<file path="config.mk">
export PLATFORM = sky130hd
export DESIGN_NAME = spi_state_serializer
export DESIGN_NICKNAME = d
export VERILOG_FILES = /design/src/rtl/sser_pkg.sv /design/src/rtl/sser_sync.sv /design/src/rtl/sser_edge.sv /design/src/rtl/sser_frame.sv /design/src/rtl/sser_shifter.sv /design/src/rtl/spi_state_serializer.sv
export SDC_FILE = /design/constraint.sdc
export NUM_CORES = 1
export LEC_CHECK = 0
export ABC_AREA = 1
export CELL_PAD_IN_SITES_DETAIL_PLACEMENT = 0
export CELL_PAD_IN_SITES_GLOBAL_PLACEMENT = 1
export CORE_MARGIN = 8
export CORE_UTILIZATION = 39
export CTS_CLUSTER_DIAMETER = 120
export DETAILED_ROUTE_END_ITERATION = 8
export PLACE_DENSITY = 0.76
export RECOVER_POWER = 100
export SLEW_MARGIN = 25
export SYNTH_ARGS = -nofsm -noshare
export SYNTH_HDL_FRONTEND = slang
export SYNTH_SLANG_ARGS = --single-unit
</file>
<file path="constraint.sdc">
create_clock -name clk -period 1.9 [get_ports clk]
set_input_delay 0.38 -clock clk [delete_from_list [all_inputs] [get_ports clk]]
set_output_delay 0.38 -clock clk [all_outputs]
set_load 0.02 [all_outputs]
</file>
<file path="src/rtl/sser_pkg.sv">
package sser_pkg;
  localparam int NUM_IN      = 8;
  localparam int FRAME_LONG  = 16;
  localparam int FRAME_SHORT = NUM_IN;
  localparam int MSB         = FRAME_LONG - 1;

  // Even-parity flag: 1 when the number of ones is even
  function automatic logic even_flag(input logic [NUM_IN-1:0] v,
                                     input logic [NUM_IN-1:0] mask);
    return ~(^(v & mask));
  endfunction
endpackage

</file>
<file path="src/rtl/sser_sync.sv">
module sser_sync #(
  parameter int W      = 5,
  parameter int STAGES = 2,
  parameter logic [W-1:0] RST_VAL = '0
) (
  input  logic         clk,
  input  logic         rst,
  input  logic [W-1:0] d_i,
  output logic [W-1:0] q_o
);
  logic [W-1:0] chain [STAGES];

  genvar g;
  generate
    for (g = 0; g < STAGES; g++) begin : g_stage
      always_ff @(posedge clk) begin
        if (rst) chain[g] <= RST_VAL;
        else if (g == 0) chain[g] <= d_i;
        else chain[g] <= chain[(g == 0) ? 0 : g-1];
      end
    end
  endgenerate

  assign q_o = chain[STAGES-1];
endmodule

</file>
<file path="src/rtl/sser_edge.sv">
module sser_edge #(
  parameter int W = 2,
  parameter logic [W-1:0] RST_VAL = '0
) (
  input  logic         clk,
  input  logic         rst,
  input  logic [W-1:0] lvl_i,
  output logic [W-1:0] rise_o,
  output logic [W-1:0] fall_o
);
  logic [W-1:0] prev_q;

  genvar g;
  generate
    for (g = 0; g < W; g++) begin : g_bit
      always_ff @(posedge clk) begin
        if (rst) prev_q[g] <= RST_VAL[g];
        else     prev_q[g] <= lvl_i[g];
      end
      assign rise_o[g] = lvl_i[g] & ~prev_q[g];
      assign fall_o[g] = ~lvl_i[g] & prev_q[g];
    end
  endgenerate
endmodule

</file>
<file path="src/rtl/sser_frame.sv">
module sser_frame
  import sser_pkg::*;
(
  input  logic [NUM_IN-1:0]     in_state_i,
  input  logic                  uv_n_i,
  input  logic                  ot_n_i,
  output logic [FRAME_LONG-1:0] frame_o
);
  logic [NUM_IN-1:0] data_rev;
  logic pa, pb, pc, pd;

  // Input 8 lands on the most significant position
  genvar g;
  generate
    for (g = 0; g < NUM_IN; g++) begin : g_rev
      assign data_rev[g] = in_state_i[g];
    end
  endgenerate

  always_comb begin
    pa = even_flag(in_state_i, 8'hFF);
    pb = even_flag(in_state_i, 8'hF0);
    pc = even_flag(in_state_i, 8'h0F);
    pd = even_flag(in_state_i, 8'h3C);
    frame_o = {data_rev, uv_n_i, ot_n_i, pa, pb, pc, pd, 1'b0, 1'b1};
  end
endmodule

</file>
<file path="src/rtl/sser_shifter.sv">
module sser_shifter
  import sser_pkg::*;
(
  input  logic                  clk,
  input  logic                  rst,
  input  logic                  cs_s_i,
  input  logic                  cs_fall_i,
  input  logic                  cs_rise_i,
  input  logic                  sck_rise_i,
  input  logic                  sck_fall_i,
  input  logic                  mosi_s_i,
  input  logic                  short_s_i,
  input  logic [FRAME_LONG-1:0] frame_i,
  output logic                  active_o,
  output logic                  msb_o
);
  logic [FRAME_LONG-1:0] shreg_q;
  logic active_q, mode_short_q, mosi_cap_q;

  always_ff @(posedge clk) begin
    if (rst) begin
      shreg_q      <= '0;
      active_q     <= 1'b0;
      mode_short_q <= 1'b0;
      mosi_cap_q   <= 1'b0;
    end else begin
      if (!active_q && cs_s_i) mode_short_q <= short_s_i;
      if (cs_fall_i) begin
        shreg_q  <= frame_i;
        active_q <= 1'b1;
      end else if (cs_rise_i) begin
        active_q <= 1'b0;
      end else if (active_q) begin
        if (sck_rise_i) mosi_cap_q <= mosi_s_i;
        if (sck_fall_i) begin
          if (mode_short_q)
            shreg_q[MSB -: FRAME_SHORT] <= {shreg_q[MSB-1 -: FRAME_SHORT-1], mosi_cap_q};
          else
            shreg_q <= {shreg_q[MSB-1:0], mosi_cap_q};
        end
      end
    end
  end

  assign active_o = active_q;
  assign msb_o    = shreg_q[MSB];

  // mode latch frozen for the whole transfer
  p_mode_frozen_r5: assert property (@(posedge clk) disable iff (rst)
    (active_q && $past(active_q)) |-> $stable(mode_short_q));

  // one-place shift on a falling serial clock in the long frame
  p_shift_step_r2: assert property (@(posedge clk) disable iff (rst)
    (active_q && sck_fall_i && !cs_fall_i && !cs_rise_i && !mode_short_q)
      |=> (shreg_q[MSB:1] == $past(shreg_q[MSB-1:0])));

  // a freshly loaded frame meets full-byte even parity
  p_load_parity_r4: assert property (@(posedge clk) disable iff (rst)
    $past(cs_fall_i) |-> ((shreg_q[5] ^ (^shreg_q[MSB -: NUM_IN])) == 1'b1));

  // register untouched while deselected
  p_idle_hold_r6: assert property (@(posedge clk) disable iff (rst)
    (!active_q && !cs_fall_i) |=> $stable(shreg_q));
endmodule

</file>
<file path="src/rtl/spi_state_serializer.sv">
module spi_state_serializer
  import sser_pkg::*;
#(
  parameter int SYNC_STAGES = 2
) (
  input  logic              clk,
  input  logic              rst,
  input  logic              sck_i,
  input  logic              csn_i,
  input  logic              mosi_i,
  input  logic              short_frame_i,
  input  logic              por_n_i,
  input  logic [NUM_IN-1:0] in_state_i,
  input  logic              uv_alarm_n_i,
  input  logic              ot_alarm_n_i,
  output logic              so_o,
  output logic              so_n_o,
  output logic              so_en_o
);
  localparam int NSYNC = 5;
  // order: {por_n, short, mosi, cs, sck}
  localparam logic [NSYNC-1:0] SYNC_RST = 5'b10010;

  logic [NSYNC-1:0] raw, syn;
  logic sck_s, cs_s, mosi_s, short_s, por_s;
  logic [1:0] rise, fall;
  logic [FRAME_LONG-1:0] frame;
  logic active, msb;

  assign raw = {por_n_i, short_frame_i, mosi_i, csn_i, sck_i};

  sser_sync #(.W(NSYNC), .STAGES(SYNC_STAGES), .RST_VAL(SYNC_RST)) sync_i (
    .clk(clk), .rst(rst), .d_i(raw), .q_o(syn));

  assign {por_s, short_s, mosi_s, cs_s, sck_s} = syn;

  sser_edge #(.W(2), .RST_VAL(2'b10)) edge_i (
    .clk(clk), .rst(rst), .lvl_i({cs_s, sck_s}), .rise_o(rise), .fall_o(fall));

  sser_frame frame_i (
    .in_state_i(in_state_i), .uv_n_i(uv_alarm_n_i), .ot_n_i(ot_alarm_n_i),
    .frame_o(frame));

  sser_shifter shift_i (
    .clk(clk), .rst(rst), .cs_s_i(cs_s),
    .cs_fall_i(fall[1]), .cs_rise_i(rise[1]),
    .sck_rise_i(rise[0]), .sck_fall_i(fall[0]),
    .mosi_s_i(mosi_s), .short_s_i(short_s), .frame_i(frame),
    .active_o(active), .msb_o(msb));

  always_comb begin
    so_en_o = active;
    so_o    = active & por_s & msb;
    so_n_o  = active & ~so_o;
  end

  // released whenever chip select has been high for two samples
  p_release_r6: assert property (@(posedge clk) disable iff (rst)
    (cs_s && $past(cs_s)) |-> !so_en_o);

  // complement pin tracks data pin while driven
  p_complement_r7: assert property (@(posedge clk) disable iff (rst)
    so_en_o |-> (so_n_o != so_o));

  // power loss forces a low data pin
  p_powerloss_r8: assert property (@(posedge clk) disable iff (rst)
    (so_en_o && !por_s) |-> (!so_o && so_n_o));
endmodule

</file>
=== After elaboration in Yosys (flattened, before gate mapping) ===
Memory sizes are Yosys's and may differ from the RTL's.
Cells that the tools add are included.

* Latch bits: 0
* Flip-flop bits (word level): 21
* Bits in writable memories: 10
* Memories: 1
* ROM bits: 0
* Word-level logic and storage cells: 59
* Output and inout port bits: 3

{| class="wikitable"
|+ Memories
! name !! words !! bits a word !! rd ports !! clocked after Yosys merged registers in !! write ports !! RTL line !! source
|-
| sync_i.chain || 2 || 5 || 2 || 0 || 2 || sser_sync.sv:11 || <nowiki>logic [W-1:0] chain [STAGES];</nowiki>
|}

* Add/sub/neg operators: 0
* Order comparisons: 0
* $mul: 0
* Equal/unequal tests: 2
* Bitwise operators: 21
* Reduce and logical (&&, ||, !) cells: 14
* Muxes and demuxes: 13
* Divide/modulo/power cells: 0
* Shift operators: 0

{| class="wikitable"
|+ Operators with widths
! cell !! count
|-
| 2-to-1 mux 16 bit || 4
|-
| parity 8 bit || 4
|-
| inverter 1 bit || 12
|-
| AND reduction 4 bit || 3
|-
| 2-to-1 mux 5 bit || 2
|-
| 2-to-1 mux 8 bit || 1
|-
| bitwise AND 1 bit || 7
|-
| 2-to-1 mux 1 bit || 6
|-
| nonzero test 2 bit || 3
|-
| != test 2 x 1 -> 1 bit (second input constant) || 2
|-
| AND reduction 3 bit || 1
|-
| OR 1 bit || 2
|-
| OR reduction 2 bit || 1
|-
| logical AND 1 bit || 1
|-
| zero test 1 bit || 1
|}

=== Longest topological paths before layout ===
Gate-level depths: netlist of run 1.
An unclocked memory read counts as a cell.

* Depth after elaboration: 7
* Gate-level depth with buffers: 11

=== Modules after synthesis ===
A second synthesis of run 1 with hierarchy kept.

* Cell total of the unflattened synthesis: 289
* Area total of the unflattened synthesis: 1771.7 µm²

{| class="wikitable"
|+ Modules (own cells, without submodules)
! module !! seq. area each (µm²) !! times used !! area an instance (µm²) !! cells each
|-
| sser_shifter || 380.4 || 1 || 1052.3 || 175
|-
| sser_frame || 0.0 || 1 || 342.8 || 66
|-
| sser_sync || 200.2 || 1 || 279.0 || 31
|-
| sser_edge || 40.0 || 1 || 81.3 || 13
|-
| spi_state_serializer || 0.0 || 1 || 16.3 || 4
|}

=== Worst setup path after synthesis of run 1 ===
No wires, ideal clock.

* Kind: reg2reg
* Start point: memory sync_i.chain[1][1]
* End point: register shift_i.shreg_q[4]
* Arrival: 1459 ps
* Buffers on the path: 1
* Slack: 375 ps
* Library setup time: 66 ps
* Cell stages (with the launch flop): 9
* Path through: dfxtp_1 -> inv_1 -> ha_1 -> buf_6 -> nor4_4 -> nand3_2 -> nand2_1 -> inv_1 -> a21oi_2

{| class="wikitable"
|+ RTL lines
! item !! RTL line !! source
|-
| from (decl) || sser_sync.sv:11 ||
|-
| to (signal assigned) || sser_shifter.sv:29 || <nowiki>shreg_q <= frame_i;</nowiki>
|-
| to (signal, indexed assignment) || sser_shifter.sv:37 || <nowiki>shreg_q[MSB -: FRAME_SHORT] <= {shreg_q[MSB-1 -: FRAME_SHORT-1], mosi_cap_q};</nowiki>
|-
| to (signal assigned) || sser_shifter.sv:39 || <nowiki>shreg_q <= {shreg_q[MSB-1:0], mosi_cap_q};</nowiki>
|-
| to (decl) || sser_shifter.sv:17 || <nowiki>logic [FRAME_LONG-1:0] shreg_q;</nowiki>
|}

=== Worst setup path in the final report of run 1 ===
* Start point: register shift_i.active_q (netlist: shift_i.active_o)
* End point: output port so_en_o

{| class="wikitable"
|+ RTL lines
! item !! RTL line !! source
|-
| from (decl) || sser_shifter.sv:18 || <nowiki>logic active_q, mode_short_q, mosi_cap_q;</nowiki>
|-
| from (signal assigned) || sser_shifter.sv:23 || <nowiki>active_q <= 1'b0;</nowiki>
|-
| from (signal assigned) || sser_shifter.sv:30 || <nowiki>active_q <= 1'b1;</nowiki>
|-
| from (signal assigned) || sser_shifter.sv:32 || <nowiki>active_q <= 1'b0;</nowiki>
|-
| to (decl) || spi_state_serializer.sv:18 || <nowiki>output logic so_en_o</nowiki>
|}

No word-level cell between the ends.

==> results of run 1 <==
-- cells in the mapped netlist (2+ instances only) --
library cell               count
sky130_fd_sc_hd__nand3_1       8
sky130_fd_sc_hd__a21oi_2       2
sky130_fd_sc_hd__o21ai_0      15
sky130_fd_sc_hd__inv_2         2
sky130_fd_sc_hd__nand3_2       2
sky130_fd_sc_hd__nor2_1       19
sky130_fd_sc_hd__o21a_1        2
sky130_fd_sc_hd__nand2_1      40
sky130_fd_sc_hd__a22oi_1       7
sky130_fd_sc_hd__dfxtp_1      31
sky130_fd_sc_hd__ha_1          4
sky130_fd_sc_hd__nor3_1        2
sky130_fd_sc_hd__clkbuf_1      2
sky130_fd_sc_hd__xnor2_1       2
sky130_fd_sc_hd__a21oi_1      16
sky130_fd_sc_hd__or2_2         4
sky130_fd_sc_hd__nor4_1        2
sky130_fd_sc_hd__buf_6         2
sky130_fd_sc_hd__inv_1        29
-- state kept, by name (all words and copies together), names as in the netlist --
| register | cells |
|---|---|
| edge_i.prev_q | 2 |
| shift_i.active_o | 1 |
| shift_i.mode_short_q | 1 |
| shift_i.mosi_cap_q | 1 |
| shift_i.shreg_q | 16 |
| sync_i.chain | 10 |
-- worst max path at each step --
| stage | start | endpoint | slack [ns] | cells past startpoint |
|---|---|---|---|---|
| after floorplan | sync_i.chain[1][1]$_SDFF_PP1_ | shift_i.shreg_q[4]$_SDFFE_PP0P_ | 0.38 | 8 |
| after global placement | in_state_i[3] | shift_i.shreg_q[3]$_SDFFE_PP0P_ | 0.20 | 8 |
| after detailed placement | in_state_i[3] | shift_i.shreg_q[5]$_SDFFE_PP0P_ | 0.12 | 10 |
| after CTS | shift_i.active_o$_SDFFE_PP0P_ | so_en_o | 0.12 | 1 |
| after global routing | sync_i.chain[1][1]$_SDFF_PP1_ | shift_i.shreg_q[3]$_SDFFE_PP0P_ | 0.02 | 10 |
| final | shift_i.active_o$_SDFFE_PP0P_ | so_en_o | 0.16 | 1 |
-- layout by cell type, fill, tap and decap left out, drive strengths merged --
cell            n
nor3            2
a22oi           7
ha              4
dfxtp          31
clkinvlp        1
nand3          10
clkbuf          9
o211ai          1
dlygate4sd2     2
xnor2           2
nor4            3
nand2          41
or2             4
and3            1
inv            31
a21oi          18
dlygate4sd3     1
o21a            2
o21ai          16
buf             4
clkdlybuf4s50  16
nand4           1
nor2           19
-- stage by stage --
| stage | total power (W) | util [%] | hold WS (ns) |
|---|---|---|---|
| 2_1_floorplan | 0.000771 | - | 0.388 |
| 3_3_place_gp | 0.000830 | 47.3 | 0.389 |
| 6_report | 0.00139 | 50.0 | 0.403 |
| 5_1_grt | 0.00144 | 50.0 | 0.430 |
| 4_1_cts | 0.00140 | 50.0 | 0.401 |
| 3_5_place_dp | 0.000834 | 47.3 | 0.392 |
-- metal layers --
metal  share of wire (%)  up-vias
met3                 5.2        6
li1                    -      688
met5                   0        -
met2                  45       25
met1                  48      602
met4                 1.6        0
-- timing repair --
action                     CTS  global route
setup endpoints to repair    2             6
cloned                       0             0
resized for setup            2             2
-- cells by family after synthesis --
| kind of cell | after synthesis | share of synthesized area, % |
|---|---|---|
| flops | 31 | 42.1 |
| buf+inv | 38 | 11.0 |
| xor+xnor | 2 | 1.19 |
| fa+ha+maj | 4 | 3.40 |
| simple gates | 81 | 25.1 |
| compound gates | 44 | 17.2 |
-- cell type report --
cell class | instances | area (um2)
fillers | 388 | 1820
multi-input cells | 131 | 688
flip-flops and latches | 31 | 621
repair buffers | 24 | 221
inverters | 32 | 126
clock buffers | 8 | 100
well taps | 48 | 60.1
-- power groups by stage --
stage | Combinational, W | Clock, W | Sequential (W)
3_3_place_gp | 0.000138 | 0 | 0.000691
3_5_place_dp | 0.000142 | 0 | 0.000692
5_1_grt | 0.000161 | 0.000605 | 0.000679
2_1_floorplan | 0.0000815 | 0 | 0.000690
4_1_cts | 0.000143 | 0.000583 | 0.000677
6_report | 0.000140 | 0.000570 | 0.000677
==> out/results.ini, run 1 <==
[min_path]
holdCritPathClass = reg2reg
timing.hold.worst_endpoint = sync_i.chain[1][3]$_SDFF_PP0_
timing.hold.worst_path_depth = 2
holdCritStartpoint = sync_i.chain[0][3]$_SDFF_PP0_

[status]
outcome = finished, final reports clean

[clock_network]
h-tree-depth = 2
cts-root-buf = sky130_fd_sc_hd__clkbuf_8
clock_path_buffers = 2
reg_clk_slew_reported_paths_ns = 0.06
clock_insertion_delay_worst_skew_ns = 0.28
number_of_cts_inserted_buffers = 5
postCtsSetupBuffers = 0
tritoncts_clock_tree = built
cts_hold_buf = 0
clk_sink_count = 31

[yosys]
syn_area_per_cell_um2 = 7.36
postSynth.topFlopCell = sky130_fd_sc_hd__dfxtp_1
synth_edf_count = 0
synthesis.area_mm2 = 0.00147
synth-seq-cells = 31
sequential_to_total_area_share_from_yosys_stat_pct = 42.1
asyncSetResetFlopFracSynth_pct = 0
synthesis.nets = 221
yosysUniqueCellTypes = 28
synthCells = 200
synth.top_cell.area_share_pct = 42.1
yosysWarningCount = 0
ys_top_cells_by_area = sky130_fd_sc_hd__dfxtp_1, sky130_fd_sc_hd__nand2_1, sky130_fd_sc_hd__inv_1
yosys.area.top_type = sky130_fd_sc_hd__dfxtp_1

[placed_design]
dp.cells = 266
place.gp.congestion = 0.770
port-buffer-count = 19
place_ws_ns = 0.124
place_hpwl_um = 2470
placed_inst_area_mm2 = 0.00172

[power]
intPower_w = 0.00106
powerDensity_mw_per_mm2 = 763
power.clock.fraction_pct = 41.1
switching_power_w = 0.000323
p_leak_nw = 0.825
worst_ir_drop_vdd_v = 0.000350
seq_power_share_pct = 48.8
netSwitchingFraction_pct = 23.3
power.share.combinational_pct = 10.1

[routing]
drt_iter0_drc = 57
drtPass1Iterations = 4
post-route-drc-count = 0
vias = 1321
number_of_antenna_violating_nets_in_the_routed_design = 0
routedWlPerCell_um = 12.1
avgViaCountPerCell = 4.82
wirelength_um = 3300

[worst_setup_path]
critical_path_required_ns = 1.52
cp_data_arrival_time_ns = 1.36
worst_r2r_path_depth = 10
ff2ff_setup_slack_ns = 0.20
worst_r2r_startpoint = sync_i.chain[1][1]$_SDFF_PP1_
critical_path_peak_fanout = 6
worst-path-buf-inv = 1
regToRegEndpoint = shift_i.shreg_q[3]$_SDFFE_PP0P_
crit_path_end_kind = primary output
timing.critical_path.slowest_cell_delay_ns = 0.66
critPathKind = reg2out
critical_path.slowest_cell = sky130_fd_sc_hd__clkdlybuf4s50_1
worstPathCellList = clkdlybuf4s50_1
crit_family = buffers and inverters
start_kind = flip-flop

[finish]
n_antenna_cell = 0
finish.cell_count_without_fillers = 274
layout.cell_area.non_filler_mm2 = 0.00182
design.final.nets = 246
syn_to_final_growth_pct = 23.4
drive_gt1_share_pct = 10.6

[timing]
final.min_clock_period_ns = 1.74
grt_setup_unrepaired = false
finalSetupTns_ns = 0
worst_slew_margin_rel_pct = 67.1
final_critical_path_setup_slack_ns = 0.160
fmax_ghz = 0.575
worst_slew_pin_slew_ns = 0.494
final-setup-viol-count = 0
final_hold_viol_count = 0
finalClockSkew_ns = 0.00532
timing.final.max_slew_violations = 0
post-route-period-util_pct = 91.6

[global_routing]
met1_usage_pct = 12.9
groute.layer.met3.usage_pct = 4.95
grt_pass1_wl_um = 5820
globalRouteMet2Util_pct = 19.4
largest_net_degree_at_the_start_of_global_routing = 17
top_usage_layer = met2
first_global_vias = 1319
gr-total-overflow = 0
grt_use_total_pct = 11.7
grt_antenna_before_repair = 0

[floorplanning]
io_pins = 20
floorplan_core_area_mm2 = 0.00363
start_util_pct = 40.5
dieArea_mm2 = 0.00600
die_w_um = 77.5
fp.dieH_um = 77.5
num_rows = 22

[run]
maxCapViolCount = 0

Power figures use the tool's default switching activity.
==> run 2, diff against run 1 <==
--- a/config.mk
+++ b/config.mk
@@ -6,13 +6,11 @@
 export NUM_CORES = 1
 export LEC_CHECK = 0
 export ABC_AREA = 1
-export CELL_PAD_IN_SITES_DETAIL_PLACEMENT = 0
-export CELL_PAD_IN_SITES_GLOBAL_PLACEMENT = 1
 export CORE_MARGIN = 8
-export CORE_UTILIZATION = 39
+export CORE_UTILIZATION = 40
 export CTS_CLUSTER_DIAMETER = 120
 export DETAILED_ROUTE_END_ITERATION = 8
-export PLACE_DENSITY = 0.76
+export PLACE_DENSITY = 0.59
 export RECOVER_POWER = 100
 export SLEW_MARGIN = 25
 export SYNTH_ARGS = -nofsm -noshare
==> run 2 against run 1 <==
  * Wire length decreased by 8.9%
  * Utilization up 0.31 points
  * Clock-buffer cell count decreased by 1
  * Critical path type unchanged
  * Largest power group unchanged
==> out/results.ini, run 2 (synthesized netlist as in run 1, its figures left out) <==
[status]
outcome = finished, final reports clean  ; unchanged

[finish]
drive_gt1_share_pct = 10.2  ; was 10.6%
post-route-util_pct = 50.3  ; was 50.0%
reg.largest.list = shift_i.shreg_q x16, sync_i.chain x10, edge_i.prev_q x2  ; unchanged
fill_cell_total_of_the_finished_layout = 376  ; was 388
n_antenna_cell = 0  ; unchanged
mostFrequentLayoutCells = sky130_fd_sc_hd__nand2_1, sky130_fd_sc_hd__dfxtp_1, sky130_fd_sc_hd__inv_1  ; unchanged
syn_to_final_growth_pct = 23.2  ; was 23.4%
layout.cells.most_common = sky130_fd_sc_hd__nand2_1  ; unchanged
largest_reg_flops = 16  ; unchanged
registers.top_by_ff_count = shift_i.shreg_q  ; unchanged
design.final.nets = 246  ; unchanged

[placed_design]
place_hpwl_um = 2390  ; was 2470 um
port-buffer-count = 19  ; unchanged
place.gp.congestion = 0.776  ; was 0.770

[global_routing]
grt_antenna_before_repair = 0  ; unchanged
first_global_vias = 1293  ; was 1,319
grt_pass1_wl_um = 5440  ; was 5820 um
largest_net_degree_at_the_start_of_global_routing = 17  ; unchanged
gr-total-overflow = 0  ; unchanged
grt_use_total_pct = 11.3  ; was 11.7%

[min_path]
timing.hold.worst_path_depth = 2  ; unchanged
timing.hold.worst_endpoint = sync_i.chain[1][0]$_SDFF_PP0_  ; was sync_i.chain[1][3]$_SDFF_PP0_
holdCritPathClass = reg2reg  ; unchanged
holdCritStartpoint = sync_i.chain[0][0]$_SDFF_PP0_  ; was sync_i.chain[0][3]$_SDFF_PP0_

[timing]
worst_slew_pin_slew_ns = 0.554  ; was 0.494 ns
finalSetupTns_ns = 0  ; unchanged
timing.final.max_slew_violations = 0  ; unchanged
finalClockSkew_ns = 0.00629  ; was 0.00532 ns
worst_hold_slack_ns = 0.404  ; was 0.403 ns
final.min_clock_period_ns = 1.74  ; about the same
final-setup-viol-count = 0  ; unchanged
grt_setup_unrepaired = false  ; unchanged
post-route-period-util_pct = 91.6  ; about the same
fmax_ghz = 0.575  ; about the same
worst_slew_margin_rel_pct = 63.0  ; was 67.1%
final_hold_viol_count = 0  ; unchanged

[worst_setup_path]
crit_family = buffers and inverters  ; unchanged
critPathKind = reg2out  ; unchanged
worstPathCellList = clkdlybuf4s50_1  ; unchanged
timing.critical_path.slowest_cell_delay_ns = 0.65  ; was 0.66 ns
critical_path.slowest_cell = sky130_fd_sc_hd__clkdlybuf4s50_1  ; unchanged
worst_r2r_path_depth = 10  ; unchanged
crit_path_end_kind = primary output  ; unchanged
regToRegEndpoint = shift_i.shreg_q[3]$_SDFFE_PP0P_  ; unchanged
critical_path_required_ns = 1.52  ; about the same
worst-path-buf-inv = 1  ; unchanged
ff2ff_setup_slack_ns = 0.21  ; was 0.20 ns
cp_data_arrival_time_ns = 1.36  ; about the same
worst_r2r_startpoint = sync_i.chain[1][1]$_SDFF_PP1_  ; unchanged
start_kind = flip-flop  ; unchanged
critical_path_peak_fanout = 6  ; unchanged

[floorplanning]
start_util_pct = 40.8  ; was 40.5%
dieArea_mm2 = 0.00588  ; was 0.00600 mm2
num_rows = 22  ; unchanged
die_w_um = 76.7  ; was 77.5 um
io_pins = 20  ; unchanged
floorplan_core_area_mm2 = 0.00361  ; was 0.00363 mm2
fp.dieH_um = 76.7  ; was 77.5 um

[power]
seq_power_share_pct = 48.8  ; about the same
intPower_w = 0.00106  ; about the same
switching_power_w = 0.000325  ; was 0.000323 W
power.share.combinational_pct = 9.9  ; was 10.1%
power.clock.fraction_pct = 41.2  ; was 41.1%
powerDensity_mw_per_mm2 = 764  ; was 763 mW/mm2
netSwitchingFraction_pct = 23.4  ; was 23.3%
p_leak_nw = 0.835  ; was 0.825 nW
worst_ir_drop_vdd_v = 0.000446  ; was 0.000350 V

[clock_network]
h-tree-depth = 2  ; unchanged
cts_hold_buf = 0  ; unchanged
postCtsSetupBuffers = 0  ; unchanged
clock_insertion_delay_worst_skew_ns = 0.28  ; about the same
cts_resized = 2  ; unchanged
reg_clk_slew_reported_paths_ns = 0.07  ; was 0.06 ns
clk_sink_count = 31  ; unchanged
clock_path_buffers = 2  ; unchanged
number_of_cts_inserted_buffers = 5  ; unchanged
tritoncts_clock_tree = built  ; unchanged
cts-root-buf = sky130_fd_sc_hd__clkbuf_8  ; unchanged

[routing]
drt_iter0_drc = 54  ; was 57
avgViaCountPerCell = 4.78  ; was 4.82
number_of_antenna_violating_nets_in_the_routed_design = 0  ; unchanged
routedWlPerCell_um = 11.0  ; was 12.1 um
wirelength_um = 3010  ; was 3300 um
vias = 1311  ; was 1,321
post-route-drc-count = 0  ; unchanged
drtPass1Iterations = 4  ; unchanged

[run]
maxCapViolCount = 0  ; unchanged

[run 2: cell type report]
type                       count  area (um2)  share of cell area [%]
tap                           48        60.1                    3.31
timing repair buffer          24         221                    12.2
multi-input combinational    131         686                    37.8
clock buffer                   7        96.3                    5.31
clock inverter                 1        7.51                   0.414
sequential                    31         621                    34.2
inverter                      32         123                    6.76
[run 2: per-stage QoR]
stage,total power (W),cell area [um2],cells,setup slack [ns]
3_5_place_dp,0.000834,1720,266,0.170
2_1_floorplan,0.000771,1470,200,0.375
4_1_cts,0.00142,1820,274,0.108
5_1_grt,0.00146,1810,274,0.0203
3_3_place_gp,0.000829,1720,266,0.205
6_report,0.00139,1810,274,0.159
[run 2: how the worst max path moves through the flow]
stage                     cells after the start  slack [ns]                               to                          start
after global routing                         10        0.02  shift_i.shreg_q[3]$_SDFFE_PP0P_  sync_i.chain[1][1]$_SDFF_PP1_
after global placement                        8        0.21  shift_i.shreg_q[3]$_SDFFE_PP0P_                  in_state_i[3]
after CTS                                     1        0.11                          so_en_o  shift_i.active_o$_SDFFE_PP0P_
after detailed placement                     10        0.17  shift_i.shreg_q[5]$_SDFFE_PP0P_                  in_state_i[3]
after floorplan                               8        0.38  shift_i.shreg_q[4]$_SDFFE_PP0P_  sync_i.chain[1][1]$_SDFF_PP1_
final                                         1        0.16                          so_en_o  shift_i.active_o$_SDFFE_PP0P_
[run 2: routing by layer]
layer  track usage [%]  wire, um  share of wire (%)
met5                 0         0                  0
met1              13.0      1380                 46
met3              3.96       164                5.5
met4              6.35        68                2.3
met2              17.9      1400                 47
[run 2: power groups by stage]
stage | Sequential [W] | Combinational, W | Clock (W)
floorplan | 0.000690 | 0.0000815 | 0
global placement | 0.000691 | 0.000137 | 0
detailed placement | 0.000692 | 0.000142 | 0
CTS | 0.000677 | 0.000142 | 0.000596
global route | 0.000679 | 0.000158 | 0.000624
finish | 0.000677 | 0.000138 | 0.000572
